`config.mk`:
```
export PLATFORM = sky130hd
export DESIGN_NAME = lbus_irq_collect
export DESIGN_NICKNAME = d
export VERILOG_FILES = /design/src/rtl/lbic_pkg.sv /design/src/rtl/lbic_src_reg.sv /design/src/rtl/lbic_mask_reg.sv /design/src/rtl/lbic_prio_enc.sv /design/src/rtl/lbus_irq_collect.sv
export SDC_FILE = /design/constraint.sdc
export NUM_CORES = 1
export LEC_CHECK = 0
export CAP_MARGIN = 20
export CORE_ASPECT_RATIO = 2
export CORE_MARGIN = 2
export CORE_UTILIZATION = 55
export CTS_CLUSTER_SIZE = 20
export DETAILED_ROUTE_END_ITERATION = 7
export DONT_BUFFER_PORTS = 1
export PLACE_DENSITY = 0.7
export SLEW_MARGIN = 20
export SYNTH_ARGS = -nofsm -noshare
export SYNTH_HDL_FRONTEND = slang
export SYNTH_HIERARCHICAL = 1
export SYNTH_SLANG_ARGS = --single-unit
```
`constraint.sdc`:
```
create_clock -name clk -period 1.8 [get_ports clk]
set_input_delay 0 -clock clk [delete_from_list [all_inputs] [get_ports clk]]
set_output_delay 0 -clock clk [all_outputs]
set_load 0.01 [all_outputs]
```
`src/rtl/lbic_pkg.sv`:
```
package lbic_pkg;
  localparam int LBIC_REG_W = 16;

  typedef enum logic [1:0] {
    SEL_NONE = 2'd0,
    SEL_VEC  = 2'd1,
    SEL_MASK = 2'd2
  } lbic_sel_e;
endpackage

```
`src/rtl/lbic_src_reg.sv`:
```
module lbic_src_reg #(
  parameter int N = 16
) (
  input  logic         clk,
  input  logic         rst_n,
  input  logic [N-1:0] lines_i,
  output logic [N-1:0] src_o
);
  for (genvar g = 0; g < N; g++) begin : g_line
    always_ff @(posedge clk) begin
      if (!rst_n) src_o[g] <= 1'b0;
      else        src_o[g] <= lines_i[g];
    end
  end
endmodule

```
`src/rtl/lbic_mask_reg.sv`:
```
module lbic_mask_reg #(
  parameter int           N   = 16,
  parameter logic [N-1:0] RST = '0
) (
  input  logic         clk,
  input  logic         rst_n,
  input  logic         we_i,
  input  logic [N-1:0] wdata_i,
  output logic [N-1:0] mask_o
);
  always_ff @(posedge clk) begin
    if (!rst_n)    mask_o <= RST;
    else if (we_i) mask_o <= wdata_i;
  end
endmodule

```
`src/rtl/lbic_prio_enc.sv`:
```
module lbic_prio_enc #(
  parameter int N     = 16,
  parameter int VEC_W = 16
) (
  input  logic [N-1:0]     pend_i,
  output logic [VEC_W-1:0] vec_o
);
  // Scan from the top down so that the lowest set index wins last.
  always_comb begin
    vec_o = '0;
    for (int k = N - 1; k >= 0; k--) begin
      if (pend_i[k]) vec_o = VEC_W'((k + 1) * 4);
    end
  end
endmodule

```
`src/rtl/lbus_irq_collect.sv`:
```
module lbus_irq_collect #(
  parameter int          NUM_LINES = 16,
  parameter int          ADDR_W    = 4,
  parameter int          VEC_OFS   = 0,
  parameter int          MASK_OFS  = 2,
  parameter logic [15:0] MASK_RST  = 16'h0010
) (
  input  logic                 clk,
  input  logic                 rst_n,
  input  logic [NUM_LINES-1:0] irq_lines,
  input  logic [ADDR_W-1:0]    bus_addr,
  input  logic                 wr_en,
  input  logic [15:0]          wr_data,
  input  logic                 rd_en,
  output logic [15:0]          rd_data,
  output logic                 irq_req
);
  import lbic_pkg::*;

  localparam int REG_W = LBIC_REG_W;
  localparam logic [ADDR_W-1:0] A_VEC  = ADDR_W'(VEC_OFS);
  localparam logic [ADDR_W-1:0] A_MASK = ADDR_W'(MASK_OFS);

  logic [NUM_LINES-1:0] src_q;
  logic [NUM_LINES-1:0] mask_q;
  logic [NUM_LINES-1:0] pend;
  logic [REG_W-1:0]     vec;
  logic [REG_W-1:0]     rd_mux;
  lbic_sel_e            sel;

  always_comb begin
    if (bus_addr == A_VEC)       sel = SEL_VEC;
    else if (bus_addr == A_MASK) sel = SEL_MASK;
    else                         sel = SEL_NONE;
  end

  lbic_src_reg #(.N(NUM_LINES)) u_src (
    .clk     (clk),
    .rst_n   (rst_n),
    .lines_i (irq_lines),
    .src_o   (src_q)
  );

  lbic_mask_reg #(.N(NUM_LINES), .RST(MASK_RST[NUM_LINES-1:0])) u_mask (
    .clk     (clk),
    .rst_n   (rst_n),
    .we_i    (wr_en && sel == SEL_MASK),
    .wdata_i (wr_data[NUM_LINES-1:0]),
    .mask_o  (mask_q)
  );

  assign pend = src_q & mask_q;

  lbic_prio_enc #(.N(NUM_LINES), .VEC_W(REG_W)) u_enc (
    .pend_i (pend),
    .vec_o  (vec)
  );

  assign irq_req = |pend;

  always_comb begin
    case (sel)
      SEL_VEC:  rd_mux = vec;
      SEL_MASK: rd_mux = REG_W'(mask_q);
      default:  rd_mux = '0;
    endcase
  end

  always_ff @(posedge clk) begin
    if (!rst_n)     rd_data <= '0;
    else if (rd_en) rd_data <= rd_mux;
  end
endmodule

```
==> flow_summary.ini <==
[run_status]
status = finished with violations
violations = negative setup slack

[placement]
gp_congestion = 0.852
port_buffers = 0
dp_hpwl_mm = 3.29

[floorplan]
rows = 31
die_h_um = 91.3
fp.dieW_um = 47.6
dieArea_mm2 = 0.00435
io-pin-count = 57
start_util_pct = 57.4
core_mm2 = 0.00365

[setup_path]
worstSetupStartpointType = register
crit_fanout = 3
crit_type = register to primary output
cp-startpoint = u_mask/mask_o[15]$_SDFFE_PN0P_
end_kind = primary output
rr_worst_depth = 6
r2r_start = u_src/src_o[6]$_SDFF_PN0_
cpMostUsedCell = or4_4
cp_slowest_cell = or4_4
path_cells = and2_1 > or4_4 > or4_4
r2r_slack_ns = 0.03
critPathMaxStageDelay_ns = 0.52
cp-endpoint = irq_req
regToRegEndpoint = rd_data[4]$_SDFFE_PN0P_
required_ns = 1.80
arrival_ns = 1.86

[routing]
drt_wl_total_mm = 5.22
first_pass_iters = 4
drc_errors = 0
drt-vias-per-instance = 5.57
antenna_left = 0
dr_total_vias = 1653
routedWlPerCell_um = 17.6
initialDrtViolationCount = 101

[logic_synthesis]
synth_seq_cells = 48
synthCells = 206
synthesis.area_mm2 = 0.00209
synth_area_per_cell_um2 = 10.2
yosys_warnings = 6
ys_types = 33
synth_seq_area_share_pct = 45.9

[layout]
nFillCells = 293
diodes = 0
fin_util_pct = 71.2
final_net_count = 287
drive_above_1_share_pct = 22.2
seq_area_um2 = 971
multi_input_area_mm2 = 0.00105
area_growth_pct = 24.0

[global_routing]
grt-ovfl-total = 0
grt_max_degree = 33
grt_pass1_wl_mm = 7.95
grt_use_total_pct = 25.9
antenna_found_initial = 0
grt_pass1_vias = 1773

[power]
p_leak_nw = 1.03
p_int_mw = 1.49
power_frac_seq_pct = 58.0
ir_drop_uv = 762
power.share.switching_pct = 21.3
powerDensity_mw_per_mm2 = 730
p_clk_share_pct = 34.2
combPwrFrac_pct = 7.8
power_switching_uw = 403

[timing]
fin_crit_ns = 1.86
timing.final.ws_setup_ns = -0.0631
rsz0062_at_grt = true
tns_ns = -0.0631
drv_slew = 0
final_hold_viol_count = 0
setup_viol = 1
tightest_slew_ns = 0.999
fin_crit_sh_pct = 104
clock_skew_ns = 0.00926
hold_slack_ns = 0.264
slew_headroom_pct = 33.3
fmax_mhz = 537

[hold_path]
hold_class = input pin to register

[clocking]
htreeDepth = 2
cts_buffers = 5
clock_path_buffers = 2
clk_latency_ns = 0.30
cts_sinks = 48
clk_pin_slew_worst_paths_ns = 0.08
root_buffer = clkbuf_8
cts_tree = built

[job]
drv_cap = 0
power groups by stage:
stage	combinational, mW	clock (mW)	sequential [mW]
finish	0.148	0.648	1.10
CTS	0.141	0.664	1.10
global placement	0.0695	0	1.12
detailed placement	0.0717	0	1.12
global route	0.161	0.711	1.10
floorplan	0.0841	0	1.12
stage by stage:
| step | cell area [um2] | setup WS (ns) | instances | total power, mW |
|---|---|---|---|---|
| final | 2600 | -0.0631 | 297 | 1.90 |
| after global routing | 2600 | -0.0981 | 297 | 1.98 |
| after CTS | 2560 | -0.0636 | 295 | 1.90 |
| after detailed placement | 2070 | 0.118 | 248 | 1.20 |
| after global placement | 2070 | 0.135 | 248 | 1.19 |
| after floorplan | 2130 | 0.288 | 216 | 1.20 |
timing repair:
item | 4_1_cts | 5_1_grt
pin swaps | 4 | 3
setup buffers | 6 | 2
hold endpoints to repair | 32 | 0
endpoints found under the setup margin | 1 | 3
resized for setup | 12 | 11
hold buffers | 33 | 0
state kept, by name, summed over array words and instances, names as in the netlist:
signal / cells
u_src/src_o: 16
u_mask/mask_o: 16
rd_data: 16
synthesized netlist by cell type (all sizes together):
master    n  area [um2]
and2     49         327
dfxtp    48         961
buf      17         139
a221o    16         161
mux2i    16         160
nor2b    16         100
nor2      7        26.3
or4       5        37.5
inv       4        15.0
nand2     4        15.0
a21oi     3        15.0
clkbuf    3        11.3
nor3      3        15.0
nor4      3        25.0
and3      2        12.5
and4      2        17.5
o21ai     2        10.0
a2111oi   1        8.76
a211oi    1        7.51
and4b     1        10.0
conb      1        3.75
o31ai     1        7.51
o41ai     1        8.76
critical path: cells and delay by family (launching register included):
kind / cells / cell delay (ns)
simple gates: 3 / 1.22
flops: 1 / 0.33
final cells by class:
class	count	area share, %
inverter	4	0.578
sequential	48	37.4
timing repair buffer	44	15.9
clock buffer	8	3.47
tap	49	2.36
multi-input combinational	144	40.3
worst min-delay path by stage:
stage / startpoint / to / slack [ns] / cells after the start
finish: rd_en / rd_data[12]$_SDFFE_PN0P_ / 0.26 / 3
global route: rd_en / rd_data[14]$_SDFFE_PN0P_ / 0.29 / 3
CTS: rd_en / rd_data[12]$_SDFFE_PN0P_ / 0.27 / 3
detailed placement: rst_n / u_mask/mask_o[4]$_SDFFE_PN1P_ / 0.07 / 1
global placement: rst_n / u_mask/mask_o[4]$_SDFFE_PN1P_ / 0.07 / 1
floorplan: irq_lines[2] / u_src/src_o[2]$_SDFF_PN0_ / 0.13 / 1
cells by family (layout without fill, tap and decap cells):
group,after synthesis,count (layout),synth area share [%]
AND/OR/NAND/NOR,92,92,28.0
AO/OA/AOI/OAI,25,25,10.5
buffers and inverters,24,56,7.88
other,1,11,0.179
flip-flops,48,48,45.9
multiplexers,16,16,7.65
routing by layer:
| metal | GRT usage, % | wire, um | part of all wire (%) |
|---|---|---|---|
| met1 | 25.4 | 1830 | 35 |
| met2 | 45.7 | 2910 | 56 |
| met3 | 6.56 | 260 | 5.0 |
| met4 | 12.8 | 222 | 4.3 |
| met5 | 0 | 0 | 0 |
cells in the final DEF (no fill, tap or decap):
cell	count
and3_1	2
a211oi_1	1
or4_4	4
buf_4	11
clkbuf_1	2
nor3_1	3
nor2b_1	16
nor2_1	7
and2_2	13
nand2_1	4
o21ai_0	1
nor4_1	1
a221o_1	15
and2_1	27
o21ai_1	1
clkbuf_8	6
inv_2	1
mux2i_1	16
and4b_1	1
and2_4	9
a221o_2	1
dfxtp_1	40
dlygate4sd3_1	33
or4_1	1
o31ai_1	1
o41ai_1	1
inv_1	3
a21oi_1	3
dfxtp_2	8
nor4_2	2
a2111oi_0	1
conb_1	11
and4_1	2
No activity file was read; power rests on OpenSTA's default activity.
